===== src/rtl/cart_bank_pkg.sv =====
package cart_bank_pkg;
  localparam int PRG_W    = 8;
  localparam int CHR_LO_W = 4;
  localparam int CHR_HI_W = 5;
  localparam int CHR_W    = CHR_LO_W + CHR_HI_W;
  localparam int CHR_REGS = 8;
  localparam int IDX_W    = $clog2(CHR_REGS);
  localparam int MIR_W    = 2;

  typedef logic [CHR_W-1:0] chr_num_t;

  typedef struct packed {
    logic             prg_a;
    logic             prg_b;
    logic             swap;
    logic             mirror;
    logic             chr_lo;
    logic             chr_hi;
    logic [IDX_W-1:0] chr_idx;
  } wr_evt_t;

  // CHR register index from the top address nibble and address bit 1
  function automatic logic [IDX_W-1:0] chr_index(input logic [3:0] hi_nib, input logic a1);
    logic [3:0] rel;
    rel = hi_nib - 4'hB;
    return {rel[IDX_W-2:0], a1};
  endfunction

  // Replace the low part of a CHR number
  function automatic chr_num_t merge_lo(input chr_num_t old, input logic [CHR_LO_W-1:0] v);
    return {old[CHR_W-1:CHR_LO_W], v};
  endfunction

  // Replace the high part of a CHR number
  function automatic chr_num_t merge_hi(input chr_num_t old, input logic [CHR_HI_W-1:0] v);
    return {v, old[CHR_LO_W-1:0]};
  endfunction
endpackage


===== src/rtl/cart_wr_decode.sv =====
module cart_wr_decode
  import cart_bank_pkg::*;
(
  input  logic          cpu_wr,
  input  logic [3:0]    addr_hi,
  input  logic [3:0]    addr_lo,
  output wr_evt_t       evt
);
  logic in_chr_range;
  logic lo_small;

  assign in_chr_range = (addr_hi >= 4'hB) && (addr_hi <= 4'hE);
  assign lo_small     = (addr_lo[3:2] == 2'b00);

  always_comb begin
    evt         = '0;
    evt.chr_idx = chr_index(addr_hi, addr_lo[1]);
    if (cpu_wr) begin
      evt.prg_a  = (addr_hi == 4'h8) && (addr_lo == 4'h0);
      evt.mirror = (addr_hi == 4'h9) && (addr_lo == 4'h0);
      evt.swap   = (addr_hi == 4'h9) && (addr_lo == 4'h2);
      evt.prg_b  = (addr_hi == 4'hA) && (addr_lo == 4'h0);
      evt.chr_lo = in_chr_range && lo_small && !addr_lo[0];
      evt.chr_hi = in_chr_range && lo_small &&  addr_lo[0];
    end
  end
endmodule


===== src/rtl/cart_bank_regs.sv =====
module cart_bank_regs
  import cart_bank_pkg::*;
(
  input  logic                    clk,
  input  logic                    rst_n,
  input  wr_evt_t                 evt,
  input  logic [PRG_W-1:0]        data,
  output logic [PRG_W-1:0]        prg_a_q,
  output logic [PRG_W-1:0]        prg_b_q,
  output logic                    swap_q,
  output logic [MIR_W-1:0]        mirror_q,
  output chr_num_t                chr_q [CHR_REGS]
);
  always_ff @(posedge clk) begin
    if (!rst_n) begin
      prg_a_q  <= '0;
      prg_b_q  <= '0;
      swap_q   <= 1'b0;
      mirror_q <= '0;
    end else begin
      if (evt.prg_a)  prg_a_q  <= data;
      if (evt.prg_b)  prg_b_q  <= data;
      if (evt.swap)   swap_q   <= data[1];
      if (evt.mirror) mirror_q <= data[MIR_W-1:0];
    end
  end

  for (genvar g = 0; g < CHR_REGS; g++) begin : g_chr
    logic hit;
    assign hit = (evt.chr_idx == IDX_W'(g));
    always_ff @(posedge clk) begin
      if (!rst_n)
        chr_q[g] <= '0;
      else if (hit && evt.chr_lo)
        chr_q[g] <= merge_lo(chr_q[g], data[CHR_LO_W-1:0]);
      else if (hit && evt.chr_hi)
        chr_q[g] <= merge_hi(chr_q[g], data[CHR_HI_W-1:0]);
    end
  end
endmodule


===== src/rtl/cart_prg_map.sv =====
module cart_prg_map
  import cart_bank_pkg::*;
#(
  parameter int PRG_ROM_BANKS = 32
) (
  input  logic [2:0]       win,
  input  logic [PRG_W-1:0] prg_a_q,
  input  logic [PRG_W-1:0] prg_b_q,
  input  logic             swap_q,
  output logic [PRG_W-1:0] prg_bank
);
  localparam logic [PRG_W-1:0] LAST_BANK = PRG_W'(PRG_ROM_BANKS - 1);
  localparam logic [PRG_W-1:0] NEXT_LAST = PRG_W'(PRG_ROM_BANKS - 2);

  always_comb begin
    prg_bank = '0;
    if (win[2]) begin
      unique case (win[1:0])
        2'd0: prg_bank = swap_q ? NEXT_LAST : prg_a_q;
        2'd1: prg_bank = prg_b_q;
        2'd2: prg_bank = swap_q ? prg_a_q : NEXT_LAST;
        default: prg_bank = LAST_BANK;
      endcase
    end
  end
endmodule


===== src/rtl/cart_chr_map.sv =====
module cart_chr_map
  import cart_bank_pkg::*;
(
  input  logic [IDX_W-1:0] slice,
  input  chr_num_t         chr_q [CHR_REGS],
  output chr_num_t         chr_bank
);
  assign chr_bank = chr_q[slice];
endmodule


===== src/rtl/cart_bank_unit.sv =====
module cart_bank_unit
  import cart_bank_pkg::*;
#(
  parameter int PRG_ROM_BANKS = 32
) (
  input  logic                clk,
  input  logic                rst_n,
  input  logic                cpu_wr,
  input  logic [15:0]         cpu_addr,
  input  logic [PRG_W-1:0]    cpu_data,
  input  logic [13:0]         ppu_addr,
  output logic [PRG_W-1:0]    prg_bank,
  output logic [CHR_W-1:0]    chr_bank,
  output logic [MIR_W-1:0]    mirror
);
  wr_evt_t          wr_evt;
  logic [PRG_W-1:0] prg_a_q;
  logic [PRG_W-1:0] prg_b_q;
  logic             swap_q;
  chr_num_t         chr_q [CHR_REGS];
  logic [CHR_REGS*CHR_W-1:0] chr_flat;
  logic             unused_bits;

  assign unused_bits = ^{cpu_addr[11:4], ppu_addr[13], ppu_addr[9:0]};

  for (genvar g = 0; g < CHR_REGS; g++) begin : g_flat
    assign chr_flat[g*CHR_W +: CHR_W] = chr_q[g];
  end

  cart_wr_decode u_dec (
    .cpu_wr  (cpu_wr),
    .addr_hi (cpu_addr[15:12]),
    .addr_lo (cpu_addr[3:0]),
    .evt     (wr_evt)
  );

  cart_bank_regs u_regs (
    .clk      (clk),
    .rst_n    (rst_n),
    .evt      (wr_evt),
    .data     (cpu_data),
    .prg_a_q  (prg_a_q),
    .prg_b_q  (prg_b_q),
    .swap_q   (swap_q),
    .mirror_q (mirror),
    .chr_q    (chr_q)
  );

  cart_prg_map #(.PRG_ROM_BANKS(PRG_ROM_BANKS)) u_prg (
    .win      (cpu_addr[15:13]),
    .prg_a_q  (prg_a_q),
    .prg_b_q  (prg_b_q),
    .swap_q   (swap_q),
    .prg_bank (prg_bank)
  );

  cart_chr_map u_chr (
    .slice    (ppu_addr[12:10]),
    .chr_q    (chr_q),
    .chr_bank (chr_bank)
  );
endmodule


===== config.mk =====
export PLATFORM = sky130hd
export DESIGN_NAME = cart_bank_unit
export DESIGN_NICKNAME = d
export VERILOG_FILES = /design/src/rtl/cart_bank_pkg.sv /design/src/rtl/cart_wr_decode.sv /design/src/rtl/cart_bank_regs.sv /design/src/rtl/cart_prg_map.sv /design/src/rtl/cart_chr_map.sv /design/src/rtl/cart_bank_unit.sv
export SDC_FILE = /design/constraint.sdc
export NUM_CORES = 1
export LEC_CHECK = 0
export ABC_AREA = 1
export BUFFER_PORTS_ARGS = -buffer_cell sky130_fd_sc_hd__buf_2
export CORE_ASPECT_RATIO = 2
export CORE_MARGIN = 1
export CORE_UTILIZATION = 35
export CTS_CLUSTER_DIAMETER = 30
export DETAILED_ROUTE_END_ITERATION = 12
export PLACE_DENSITY = 0.61
export REMOVE_ABC_BUFFERS = 1
export SLEW_MARGIN = 30
export SYNTH_ARGS = -nofsm -noshare
export SYNTH_HDL_FRONTEND = slang
export SYNTH_HIERARCHICAL = 1
export SYNTH_SLANG_ARGS = --single-unit

===== constraint.sdc =====
create_clock -name clk -period 3.1 [get_ports clk]
set_input_delay 0.465 -clock clk [delete_from_list [all_inputs] [get_ports clk]]
set_output_delay 0.465 -clock clk [all_outputs]
set_load 0.03 [all_outputs]

Word-level counts from Yosys, hierarchy flattened
Index checks and enable logic that the tools add are counted.
- register bits: 91
- output and inout bits: 19
- logic and storage cells: 99
- add/sub/neg operators: 1
- magnitude comparators: 3
- equality and inequality tests: 13
- mux-type cells: 16
- bitwise logic cells: 9
- reduce and logical (&&, ||, !) cells: 37
- operators with widths (cell ; count):
    $mux 4 ; 8
    $bmux 9 s3 ; 1
    $logic_and 1x1->1 ; 24
    $mux 8 ; 3
    $pmux 8 s3 ; 1
    $mux 9 ; 2
    $reduce_and 2->1 ; 8
    $eq 3x3->1 const B ; 4
    $eq 4x4->1 const B ; 3
    $ge 4x4->1 const B ; 2
    $not 1->1 ; 8
    $eq 3x2->1 const B ; 2
    $mux 6 ; 1
    $eq 4x2->1 const B ; 1
    $le 4x4->1 const B ; 1
    $logic_not 2->1 ; 2
    $logic_not 4->1 ; 1
    $not 3->4 ; 1
    $eq 3x1->1 const B ; 1
    $logic_not 3->1 ; 1
    $eq 2x1->1 const B ; 1
    $eq 2x2->1 const B ; 1
    $sub 2x2->2 const B ; 1
    $logic_not 1->1 ; 1

Longest topological paths before layout
- depth after elaboration: 8
- mapped depth: 12
- depth with buffers taken out: 12

Cells and area by module
Netlist, hierarchy kept.
- modules (own cells, without submodules) (module ; times used ; cells an instance ; area each (sq um) ; sequential area each (sq um)):
    cart_bank_regs ; 1 ; 497 ; 3628.5 ; 1821.7
    cart_chr_map ; 1 ; 239 ; 1033.5 ; 0.0
    cart_prg_map ; 1 ; 58 ; 266.5 ; 0.0
    cart_wr_decode ; 1 ; 31 ; 168.9 ; 0.0

Worst setup path after synthesis
Ideal clock, no wire load.
- path kind: input to register
- start point: input port cpu_addr[12]
- end point: register u_regs/chr_q[48] (netlist bit)
- arrival: 1654 ps
- data required time: 2987 ps
- slack: 1333 ps
- cell stages on the path: 11
- path buffers: 2
- cells stage by stage: inv_1 -> ha_1 -> inv_1 -> nand3_1 -> nand3_1 -> nor2_1 -> buf_4 -> buf_6 -> nand3_1 -> nand2_1 -> nor2_1
- RTL lines (what ; RTL line ; RTL):
    start: declaration ; cart_bank_unit.sv:9 ; input logic [15:0] cpu_addr,
    end signal: indexed assignment ; cart_bank_regs.sv:35 ; chr_q[g] <= merge_lo(chr_q[g], data[CHR_LO_W-1:0]);
    end signal: indexed assignment ; cart_bank_regs.sv:37 ; chr_q[g] <= merge_hi(chr_q[g], data[CHR_HI_W-1:0]);
    end: declaration ; cart_bank_regs.sv:12 ; output chr_num_t chr_q [CHR_REGS]

==> results.sh <==
export IMPL_p_leak_nw=2.54
export IMPL_cts_made_buffers=9
export IMPL_post_route_period_util_pct=72.4
export IMPL_holdCritPathClass="in -> reg"
export IMPL_antenna_found_initial=0
export IMPL_final_max_slew_viol_count=0
export IMPL_post_dp_hpwl_um=9280
export IMPL_vias=4836
export IMPL_route_detailed_drc=0
export IMPL_finClkSkew_ns=0
export IMPL_wl_per_cell_um=12.9
export IMPL_yosys_mux_area_fraction_pct=0
export IMPL_core_area_um2=14300
export IMPL_netlist_area_um2=5100
export IMPL_area_growth_synth_to_final_pct=9.77
export IMPL_clkSinkCount=91
export IMPL_mostFrequentLayoutCells="nand2_1, nor2_1, inv_1"
export IMPL_status="finished, final reports clean"
export IMPL_grtUsageTotal_pct=19.1
export IMPL_power_frac_clock_pct=40.8
export IMPL_synthSimpleGateAreaFrac_pct=43.8
export IMPL_post_route_util_pct=39.2
export IMPL_critical_path_class="in -> reg"
export IMPL_dr_pass1_iters=5
export IMPL_yosys_warnings=6
export IMPL_cts_setup_buffers=0
export IMPL_p_sw_mw=0.685
export IMPL_cp_required_ns=3.35
export IMPL_final_common_cell="nand2_1"
export IMPL_initial_core_util_pct=35.7
export IMPL_drtIter0Drc=246
export IMPL_finalWirelength_um=13400
export IMPL_synth_cell_types=26
export IMPL_pin_count=60
export IMPL_clkTransAtPathRegs_ns=0.07
export IMPL_antenna_cells=0
export IMPL_fmax_ghz=0.446
export IMPL_ys_seq_elements=91
export IMPL_multiInputGateArea_um2=2550
export IMPL_synthArstFlopShare_pct=0
export IMPL_synth_edf_count=0
export IMPL_synth_compound_area_share_pct=5.30
export IMPL_fin_ws_ns=0.856
export IMPL_cap_violations=0
export IMPL_regArea_um2=1820
export IMPL_yosys_most_used_dff="dfxtp_1"
export IMPL_htree_num_levels=3
export IMPL_insertion_delay_ns=0.35
export IMPL_synth_top_family_by_area="simple AND/OR/NAND/NOR gates"
export IMPL_startpoint_type="primary input"
export IMPL_path_max_fanout=23
export IMPL_rsz0062_at_grt="no"
export IMPL_crit_arrival_ns=2.49
export IMPL_drive_gt1_share_pct=11.6
export IMPL_setup_tns_final_ns=0
export IMPL_cts_tree="built"
export IMPL_final_cells=1039
export IMPL_postSynthCellCount=825
export IMPL_setup_viol=0
export IMPL_max_slew_margin_pct=55.1
export IMPL_critPathCaptureType="register"
export IMPL_ir_worst_vdd_mv=0.273
export IMPL_pre_cts_slack_ns=0.498
export IMPL_grt_overflow_total=0
export IMPL_netSwitchingFraction_pct=27.7
export IMPL_cts_buffer_depth=2
export IMPL_r2r_cells=2
export IMPL_nets=887
export IMPL_syn_avg_cell_area_um2=6.18
export IMPL_finalCriticalPeriod_ns=2.24
export IMPL_grt_max_degree=54
export IMPL_worst_pin_slew_ns=0.672
export IMPL_seq_power_share_pct=47.4
export IMPL_ant_nets=0
export IMPL_num_rows=62
export IMPL_dp_cells=1023
export IMPL_power_density_nw_per_um2=442
export IMPL_gp_congestion=0.784
export IMPL_hold_viol_final=0
export IMPL_combPwrFrac_pct=11.9
export IMPL_fp_dieW_um=87.3
export IMPL_nFillCells=1652
export IMPL_cts_resized=0
export IMPL_cts_root_buf="clkbuf_16"
export IMPL_synth_fa_ha_area_share_pct=0.982
export IMPL_portBuffers=40
export IMPL_die_y_um=173
export IMPL_grt_pass1_vias=4543
export IMPL_grt_pass1_wl_um=22200
export IMPL_intPower_mw=1.79
export IMPL_synth_xor_area_share_pct=0
export IMPL_seq_area_frac_synth_pct=35.7
export IMPL_cts_hold_buf=0
export IMPL_viasPerCell=4.65
export IMPL_floorplan_die_area_um2=15100
export IMPL_worstHoldPathCells=3
==> synthesized netlist by cell type (2+ instances only) <==
cell type,count,area share [%]
a21oi_1,22,2.2
clkbuf_1,9,0.66
buf_2,13,1.3
ha_1,4,0.98
inv_1,107,7.9
nand2_1,236,17
nand2_2,10,1.2
nor2_1,152,11
inv_2,5,0.37
inv_4,2,0.25
nor2_2,9,1.1
dfxtp_1,91,36
o21ai_1,2,0.20
nand4_1,20,2.5
clkinv_1,2,0.15
o21ai_0,30,2.9
buf_6,6,1.3
buf_4,12,1.8
nor2_4,7,1.5
nand3_1,80,7.9
==> layout make-up <==
class	instances	share of cell area, %
clock buffer	12	4.23
tap	192	4.29
timing repair buffer	47	4.74
sequential	91	32.6
clock inverter	4	0.492
multi-input combinational	576	45.7
inverter	117	8.03
==> critical path: stages <==
cell,delay (ns)
buf_2,0.13
inv_1,0.37
ha_1,0.25
inv_1,0.04
nand3_1,0.05
nand3_1,0.11
nor2_1,0.11
buf_4,0.29
inv_2,0.14
nor2_2,0.29
nand2_1,0.10
nand2_1,0.09
nor2_1,0.04
==> power by group through the flow <==
stage,Clock [mW],Sequential (mW),Combinational [mW]
2_1_floorplan,0,1.20,0.167
3_3_place_gp,0,1.20,0.295
3_5_place_dp,0,1.20,0.296
4_1_cts,1.04,1.17,0.297
5_1_grt,1.09,1.17,0.324
6_report,1.01,1.17,0.293
==> state kept, by name, indices dropped and copies added (netlist names) <==
name	count
u_regs/chr_q	72
u_regs/prg_a_q	8
u_regs/prg_b_q	8
u_regs/mirror_q	2
u_regs/swap_q	1
==> layer usage <==
layer  up-vias  part of all wire, %  track usage (%)
met3        31                  2.6             2.53
met4         0                  3.1             9.70
li1       2546                    -                -
met5         -                    0                0
met1      2182                   39             20.1
met2        77                   56             35.5
==> kinds of logic (layout without fill, tap and decap cells) <==
group | Yosys count | after routing
DFF | 91 | 91
buffers and inverters | 158 | 180
adders and majority gates | 4 | 4
and+or+nand+nor | 518 | 518
AOI/OAI and AO/OA | 54 | 54
==> path summary, 6_finish.rpt <==
path	from	slack [ns]	to
worst max-delay path	cpu_addr[12]	0.86	u_regs/chr_q[1]
worst min-delay path	cpu_data[6]	0.35	u_regs/prg_b_q[6]
worst max register to register	u_regs/swap_q	2.24	u_regs/swap_q
worst min register to register	u_regs/chr_q[28]	0.46	u_regs/chr_q[28]
==> per-stage QoR <==
stage                     area [um^2]  hold WS (ns)  power, mW
after global routing             5600         0.361       2.58
final                            5600         0.352       2.48
after global placement           5330         0.449       1.49
after floorplan                  4830         0.441       1.37
after detailed placement         5330         0.453       1.50
after CTS                        5600         0.340       2.51
(Power assumes the default switching activity.)
